$ cat src/rtl/wol_pkg.sv
package wol_pkg;
    localparam int ADDR_BYTES = 6;
    localparam int ADDR_W     = ADDR_BYTES * 8;

    // byte idx of an address, idx 0 being the first byte on the wire
    function automatic logic [7:0] pick_byte(input logic [ADDR_W-1:0] a, input int idx);
        return a[ADDR_W-1-8*idx -: 8];
    endfunction
endpackage

$ cat src/rtl/wol_frame_track.sv
module wol_frame_track
    import wol_pkg::*;
#(
    parameter int HDR_BYTES = 14
) (
    input  logic              clk,
    input  logic              rst_n,
    input  logic              rx_valid,
    input  logic              rx_sof,
    input  logic              rx_eof,
    input  logic              rx_fcs,
    input  logic [7:0]        rx_data,
    input  logic [ADDR_W-1:0] station_addr,
    output logic              take,
    output logic              payload,
    output logic              da_match
);
    localparam int PW = $clog2(HDR_BYTES + 1);

    typedef struct packed {
        logic          in_frame;
        logic [PW-1:0] pos;
        logic          da_ok;
    } trk_t;

    trk_t          q, d;
    logic [PW-1:0] pos_cur;
    logic          da_byte_ok;

    always_comb begin
        d          = q;
        take       = rx_valid && (rx_sof || q.in_frame);
        pos_cur    = rx_sof ? '0 : q.pos;
        payload    = take && (pos_cur == PW'(HDR_BYTES)) && !rx_fcs;
        da_byte_ok = (int'(pos_cur) < ADDR_BYTES) ?
                     (rx_data == pick_byte(station_addr, int'(pos_cur))) : 1'b1;
        if (take) begin
            d.in_frame = !rx_eof;
            d.pos      = (pos_cur == PW'(HDR_BYTES)) ? pos_cur : pos_cur + 1'b1;
            d.da_ok    = (rx_sof ? 1'b1 : q.da_ok) && da_byte_ok;
        end
    end

    always_ff @(posedge clk or negedge rst_n) begin
        if (!rst_n) q <= '0;
        else        q <= d;
    end

    assign da_match = q.da_ok;
endmodule

$ cat src/rtl/wol_run_match.sv
module wol_run_match
    import wol_pkg::*;
#(
    parameter int REPS = 16
) (
    input  logic              clk,
    input  logic              rst_n,
    input  logic              take,
    input  logic              sof,
    input  logic              payload,
    input  logic [7:0]        data,
    input  logic [ADDR_W-1:0] addr,
    output logic              reps_done
);
    localparam int CW = $clog2(REPS + 1);
    localparam int RW = $clog2(ADDR_BYTES + 1);

    typedef struct packed {
        logic [ADDR_W-1:0]                win;
        logic [RW-1:0]                    run;
        logic [ADDR_BYTES-1:0][CW-1:0]    ring;
    } mt_t;

    mt_t                   q, d;
    logic [ADDR_W-1:0]     win_nx;
    logic [ADDR_BYTES-1:0] byte_eq;
    logic [RW-1:0]         run_nx;
    logic                  full_copy;
    logic [CW-1:0]         cnt_nx;

    assign win_nx = {q.win[ADDR_W-9:0], data};

    // compare the last six bytes against the address, one lane per byte
    for (genvar i = 0; i < ADDR_BYTES; i++) begin : g_lane
        assign byte_eq[i] = (win_nx[8*i +: 8] == addr[8*i +: 8]);
    end

    always_comb begin
        d         = q;
        run_nx    = payload ? ((q.run == RW'(ADDR_BYTES)) ? q.run : q.run + 1'b1) : '0;
        full_copy = payload && (run_nx == RW'(ADDR_BYTES)) && (&byte_eq);
        // copies ending six bytes apart chain into a run
        cnt_nx    = !full_copy ? '0 :
                    ((q.ring[ADDR_BYTES-1] == CW'(REPS)) ? CW'(REPS)
                                                         : q.ring[ADDR_BYTES-1] + 1'b1);
        reps_done = take && (cnt_nx == CW'(REPS));
        if (take) begin
            d.win     = win_nx;
            d.run     = sof ? '0 : run_nx;
            d.ring[0] = sof ? '0 : cnt_nx;
            for (int i = 1; i < ADDR_BYTES; i++)
                d.ring[i] = sof ? '0 : q.ring[i-1];
        end
    end

    always_ff @(posedge clk or negedge rst_n) begin
        if (!rst_n) q <= '0;
        else        q <= d;
    end
endmodule

$ cat src/rtl/wol_wake_detect.sv
module wol_wake_detect
    import wol_pkg::*;
#(
    parameter int REPS      = 16,
    parameter int HDR_BYTES = 14
) (
    input  logic        clk,
    input  logic        rst_n,
    input  logic        rx_valid,
    input  logic [7:0]  rx_data,
    input  logic        rx_sof,
    input  logic        rx_eof,
    input  logic        rx_fcs,
    input  logic [47:0] station_addr,
    input  logic        wake_mode_en,
    input  logic        sleep_req,
    input  logic        sw_wake_en,
    input  logic        any_dest,
    input  logic        glob_irq_en,
    input  logic        wake_irq_en,
    input  logic        flag_clr,
    input  logic        ind_wake_sel,
    input  logic        ind_rx_act,
    input  logic        ind_active_high,
    output logic        wake_flag,
    output logic        wake_irq,
    output logic        wake_ind,
    output logic        rx_discard
);
    typedef struct packed {
        logic flag;
    } top_t;

    top_t q, d;
    logic take, payload, da_match, reps_done, armed, hit, ind_act;

    wol_frame_track #(.HDR_BYTES(HDR_BYTES)) u_trk (
        .clk(clk), .rst_n(rst_n), .rx_valid(rx_valid), .rx_sof(rx_sof),
        .rx_eof(rx_eof), .rx_fcs(rx_fcs), .rx_data(rx_data),
        .station_addr(station_addr), .take(take), .payload(payload),
        .da_match(da_match)
    );

    wol_run_match #(.REPS(REPS)) u_match (
        .clk(clk), .rst_n(rst_n), .take(take), .sof(rx_sof),
        .payload(payload), .data(rx_data), .addr(station_addr),
        .reps_done(reps_done)
    );

    always_comb begin
        armed   = wake_mode_en && (sleep_req || sw_wake_en);
        hit     = armed && payload && reps_done && (any_dest || da_match);
        d       = q;
        if (hit)           d.flag = 1'b1;
        else if (flag_clr) d.flag = 1'b0;
        ind_act = q.flag && ind_wake_sel && !ind_rx_act;
    end

    always_ff @(posedge clk or negedge rst_n) begin
        if (!rst_n) q <= '0;
        else        q <= d;
    end

    assign wake_flag  = q.flag;
    assign wake_irq   = q.flag && glob_irq_en && wake_irq_en;
    assign wake_ind   = ind_active_high ? ind_act : !ind_act;
    assign rx_discard = armed;
endmodule

$ cat config.mk
export PLATFORM = sky130hd
export DESIGN_NAME = wol_wake_detect
export DESIGN_NICKNAME = d
export VERILOG_FILES = /design/src/rtl/wol_pkg.sv /design/src/rtl/wol_frame_track.sv /design/src/rtl/wol_run_match.sv /design/src/rtl/wol_wake_detect.sv
export SDC_FILE = /design/constraint.sdc
export NUM_CORES = 1
export LEC_CHECK = 0
export CAP_MARGIN = 20
export CORE_MARGIN = 4
export CORE_UTILIZATION = 38
export CTS_CLUSTER_SIZE = 28
export DETAILED_ROUTE_END_ITERATION = 7
export SETUP_SLACK_MARGIN = 0.1
export SYNTH_ARGS = -nofsm -noshare
export SYNTH_HDL_FRONTEND = slang
export SYNTH_HIERARCHICAL = 1
export SYNTH_SLANG_ARGS = --single-unit
$ cat constraint.sdc
create_clock -name clk -period 7.34 [get_ports clk]
set_input_delay 1.835 -clock clk [delete_from_list [all_inputs] [get_ports clk]]
set_output_delay 1.835 -clock clk [all_outputs]
set_load 0.005 [all_outputs]
==> metrics, run 1 <==
Placement Cell Area=~5600 sq um; Clock Latency Late Sink=0.34 ns; Post-synth ARST share=100.0%; number of setup buffers added after CTS=0; Simple-Gate Fraction of Synth Area=15.35%; clk sinks=80; Tmin final=approximately 5.5 ns; Die X=119.3 um; Max Buffers Root-to-Sink=2; first-pass GRT wire length=19810 um; unrepaired setup endpoints after global routing=no; worst hold slack=0.5057 ns; Max H-tree Level=3; DR iter-0 viols=232; Std-Cell Rows=40; count leader, synth=dfrtp_1; Arrival @ worst endpoint=5.74 ns; Min-Delay Path Class=reg2reg; gpl congestion=between 0.8 and 0.9; post-synthesis compound-gate area fraction=13.59%; ANT cells=0; DRC Markers=0; First-pass DRT Iterations=4; area of the die=14220 sq um; # Max-Cap Violations=0; Post-Syn Nets=between 500 and 600; CTS root buf=clkbuf_16; Final setup viols=0; synth warn=6; vias post-DR=3718; Worst slew margin=40.37%; CTS tree=yes; Slew Limit Fails=0; largest family of logic cells by synthesized area=simple AND/OR/NAND/NOR gates; Synth Instances=467; die height=approximately 120 um; Area Growth Syn to Fin=25.19%; CP Class=in2reg; Clock Pin Slew Worst Setup and Hold Paths=0.06 ns; post-synthesis mux area share=12.18%; PostCTS Resize Cnt=0; VDD IR max=~0.13 mV; dominant cell type by area after synthesis=dfrtp_1; Top FF cell, synth=dfrtp_1; Tcrit/Tclk final=between 70% and 80%; nets@finish=about 600; critical path peak fanout=45; Mapped Avg Cell Area=10.07 sq um; number of synthesized register bits=80; Power Total=roughly 1.4 mW; register area=between 2000 and 2500 sq um; FMAX=182.5 MHz; PortBufs=75; worst path required time=7.60 ns; Placeable Area=12060 sq um; Avg WL per Cell=17.52 um; HPWL Detailed=9448 um; post-synth top area share=42.56%; leakage power=2.370 nW; Vias/cell=5.259; worst slew pin tran=0.8820 ns; post-route cell area=5888 sq um; Global Route Usage Sum=17.89%; commonest cells in the netlist=dfrtp_1 (80), inv_1 (48), xnor2_1 (35); crit path launch type=primary input; CTS Buf Count=9; layout cells sized above 1=approximately an eighth; pwr dens=246.2 nW/um^2; largest net degree at the start of global routing=68; Routed WL=12390 um; sequential share of the synthesized area=42.56%; gr ovfl total=0; skew final=0.008646 ns; number of flops mapped to enable cells by yosys=0; setup_tns=0 ns; final hold violations=0; Initial Util=38.99%; Routed Antenna Nets=0; area occupied by multi-input gates=2402 sq um; CTS Hold Bufs=0; Critical Path End Type=flop; top cells by area, synth=dfrtp_1 (43%), mux2_2 (8.1%), xnor2_1 (6.5%), mux2i_1 (4.0%), inv_1 (3.8%); status=completed; adder-cell share of the synthesized area=1.596%; initial antenna violation count=0; post-synth cell types=55; I/O pin cnt=76; vias in the first global route=3675; post-synthesis xor/xnor area fraction=under 10%; area of the mapped netlist=4703 sq um; Fill cells=1123
==> cells by family (layout without fill, tap and decap cells) <==
| group | count (synthesis) | after routing |
|---|---|---|
| AO/OA/AOI/OAI | 101 | 101 |
| flip-flops | 80 | 80 |
| adder cells (fa/ha/maj) | 6 | 6 |
| buffers and inverters | 73 | 145 |
| XOR/XNOR | 44 | 44 |
| AND/OR/NAND/NOR | 110 | 110 |
| multiplexers | 53 | 53 |
==> per-layer routing <==
metal	wire (um)	up-vias	GRT usage, %
li1	-	1793	-
met1	5825	1801	25.38
met2	5595	107	26.81
met3	712	17	3.894
met4	251	0	6.517
met5	0	-	0
==> registers in the layout, summed over array words and instances (netlist names) <==
| signal | count |
|---|---|
| u_match/q | 73 |
| u_trk/da_match | 1 |
| u_trk/q | 5 |
| wake_flag | 1 |
==> final timing paths <==
check	start	slack [ns]	cells past startpoint	endpoint
worst max-delay path	rx_sof	1.86	10	wake_flag
worst min register to register	u_match/q[4]	0.51	2	u_match/q[9]
min in group asynchronous	rst_n	1.33	1	u_match/q[66]
worst max register to register	u_trk/q[2]	3.84	10	wake_flag
worst min-delay path	u_match/q[4]	0.51	2	u_match/q[9]
max in group asynchronous	rst_n	4.92	2	u_match/q[37]
==> stage by stage <==
step | util [%] | cells | setup WS, ns
finish | 48.82 | 707 | 1.860
floorplan | - | 467 | 3.035
detailed placement | 46.27 | 691 | 1.522
global placement | 46.27 | 691 | 1.799
CTS | 48.82 | 707 | 1.891
global route | 48.82 | 707 | 1.565
==> worst max-delay path, cell delays in order <==
cell             delay [ns]
clkdlybuf4s50_1        0.83
buf_4                  0.33
o21a_4                 0.52
nor4b_1                0.78
o21ai_0                0.24
nor4_2                 0.32
nand4_2                0.24
nor4_2                 0.34
o211ai_1               0.12
o22ai_1                0.16
==> placed cells by master (no fill, tap or decap), types with 6 or more instances in the layout <==
| master | count |
|---|---|
| nand3b_1 | 19 |
| clkbuf_16 | 9 |
| o21ai_0 | 33 |
| clkdlybuf4s50_1 | 74 |
| inv_1 | 48 |
| mux2_2 | 34 |
| mux2i_1 | 19 |
| nand2b_1 | 11 |
| nand2_1 | 21 |
| o22ai_1 | 22 |
| a21oi_1 | 15 |
| xnor2_1 | 35 |
| nor2b_1 | 7 |
| xor2_1 | 9 |
| nand4_1 | 14 |
| ha_1 | 6 |
| dfrtp_1 | 80 |
| nor2_1 | 8 |
==> report_power, final <==
| group | internal [mW] | total, mW | switching (mW) |
|---|---|---|---|
| Combinational | 0.199 | 0.392 | 0.193 |
| Clock | 0.276 | 0.455 | 0.180 |
| Sequential | 0.519 | 0.602 | 0.0832 |
| Total | 0.994 | 1.45 | 0.456 |
==> cell type report <==
cell class	count	area share, %
multi-input combinational	314	40.80
sequential	80	34.00
timing repair buffer	79	13.22
clock buffer	11	4.122
tap	168	3.570
inverter	50	3.187
clock inverter	5	1.105
Note: power is estimated with default switching activity, not from simulation.
==> run 2, diff against run 1 <==
clock period = 5.6 ns   (was 7.34 ns; I/O delays follow)
==> run 2 against run 1 <==
  * Sequential share of layout area decreased by 0.12 points
  * Clock-buffer cell count decreased by 1
  * Sequential power increased by 31%
  * Combinational power increased by 32%
  * Core utilization increased by 0.17 points
  * Via count increased by 0.65%
  * Total power increased by 32%
  * Die area unchanged
  * Non-clock buffer count unchanged
  * Largest cell class unchanged
  * Largest power group unchanged
  * Highest routed layer unchanged
==> metrics, run 2 (synthesis gave the netlist of run 1 again) <==
# Max-Cap Violations=0 (unchanged); Tcrit/Tclk final=81.67%; critical path peak fanout=8 (-82%); Max Buffers Root-to-Sink=2 (unchanged); setup_tns=0 ns (unchanged); Max H-tree Level=3 (unchanged); Biggest register=u_match/q; vias in the first global route=3885 (+5.7%); Vias/cell=5.293 (+0.65%); CTS root buf=clkbuf_16; Avg WL per Cell=18.00 um (+2.7%); Final WS setup=1.026 ns (-0.8338 ns); First-pass DRT Iterations=4 (unchanged); Worst slew margin=52.84% (+12 points); HPWL Detailed=9501 um (+0.56%); Global Route Usage Sum=18.60% (+0.71 points); die height=119.3 um (unchanged); Routed WL=12720 um (+2.7%); clk sinks=80 (unchanged); max reg flops=73 (unchanged); Arrival @ worst endpoint=4.83 ns (-0.91 ns); largest net degree at the start of global routing=81 (+19%); first-pass GRT wire length=20710 um (+4.6%); area of the die=14220 sq um (unchanged); CTS Buf Count=9 (unchanged); ANT cells=0 (unchanged); pwr dens=323.3 nW/um^2 (+31%); Tmin final=4.574 ns; Clock Latency Late Sink=0.34 ns (about the same); final hold violations=0 (unchanged); unrepaired setup endpoints after global routing=no; DR iter-0 viols=305 (+31%); skew final=0.006482 ns (-0.002164 ns); initial antenna violation count=0 (unchanged); worst path required time=5.86 ns (-1.74 ns); crit path launch type=primary input; dpl cells=690 (-0.14%); PostCTS Resize Cnt=0 (unchanged); vias post-DR=3742 (+0.65%); VDD IR max=0.1831 mV (+41%); leakage power=2.376 nW (+0.26%); worst slew pin tran=0.6976 ns (-0.1844 ns); PortBufs=75 (unchanged); I/O pin cnt=76 (unchanged); Die X=119.3 um (unchanged); commonest non-fill, non-tap cell in the layout=dfrtp_1; Min-Delay Path Class=reg2reg; most frequent cells in the layout=dfrtp_1 (80), clkdlybuf4s50_1 (74), inv_1 (48); layout cells sized above 1=12.80% (+0.19 points); Std-Cell Rows=40 (unchanged); Place WS=0.6602 ns (-0.8622 ns); CTS tree=yes; Final Instance Count excl. Fillers=707 (unchanged); CTS Hold Bufs=0 (unchanged); largest registers=u_match/q x73, u_trk/q x5; Area Growth Syn to Fin=25.62%; Fill cells=1146 (+2.0%); Clock Pin Slew Worst Setup and Hold Paths=0.06 ns (about the same); Final setup viols=0 (unchanged); DRC Markers=0 (unchanged); Critical Path End Type=flop; status=completed; gr ovfl total=0 (unchanged); number of setup buffers added after CTS=0 (unchanged); CP Class=in2reg; FMAX=approximately 220 MHz; Slew Limit Fails=0 (unchanged); Routed Antenna Nets=0 (unchanged); nets@finish=612 (unchanged); Placeable Area=12060 sq um (unchanged); gpl congestion=0.8817 (-2.0%); Initial Util=38.99% (unchanged)
[run 2: stage by stage]
stage	total power [mW]	util, %	area (sq um)	hold slack, ns
after floorplan	1.119	-	4703	0.4661
after global placement	1.300	46.20	5573	0.4896
after detailed placement	1.309	46.20	5573	0.4969
after CTS	1.922	48.76	5881	0.5107
after global routing	2.005	48.98	5908	0.5399
final	1.910	48.98	5908	0.5109
[run 2: worst max-delay path: stages]
cell	delay [ns]
clkdlybuf4s50_1	0.68
and2b_1	0.30
inv_2	0.08
ha_1	0.19
nand3_1	0.13
nor4b_1	0.63
o21ai_0	0.24
nor4_2	0.32
nand4_2	0.24
nor4_2	0.34
o211ai_1	0.12
o22ai_1	0.15
[run 2: metal layers]
layer	routed length, um	GRT usage, %	vias up
met5	0	0	-
met4	108	4.200	0
met3	869	4.748	7
met2	5696	28.58	108
met1	6050	26.41	1837
li1	-	-	1790
[run 2: power breakdown]
part | total, mW | leakage [nW] | switching, mW | internal (mW)
sequential | 0.790 | 1.03 | 0.109 | 0.680
combinational | 0.519 | 1.19 | 0.256 | 0.263
clock | 0.601 | 0.149 | 0.243 | 0.359
[run 2: final timing paths]
path / start / to / slack (ns) / cells past startpoint
setup / recovery: rx_sof / wake_flag / 1.03 / 12
hold / removal: u_match/q[18] / u_match/q[23] / 0.51 / 2
setup reg to reg: u_trk/q[1] / wake_flag / 2.18 / 12
hold reg to reg: u_match/q[18] / u_match/q[23] / 0.51 / 2
max in group asynchronous: rst_n / u_match/q[18] / 4.13 / 2
min in group asynchronous: rst_n / u_match/q[35] / 0.89 / 1
[run 2: final cells by class]
class                      instances  area (sq um)  share of cell area (%)
clock buffer                      10         239.0                   4.045
clock inverter                     6         68.82                   1.165
inverter                          50         187.7                   3.177
sequential                        80          2002                   33.88
multi-input combinational        314          2402                   40.66
tap                              168         210.2                   3.558
timing repair buffer              79         798.3                   13.51
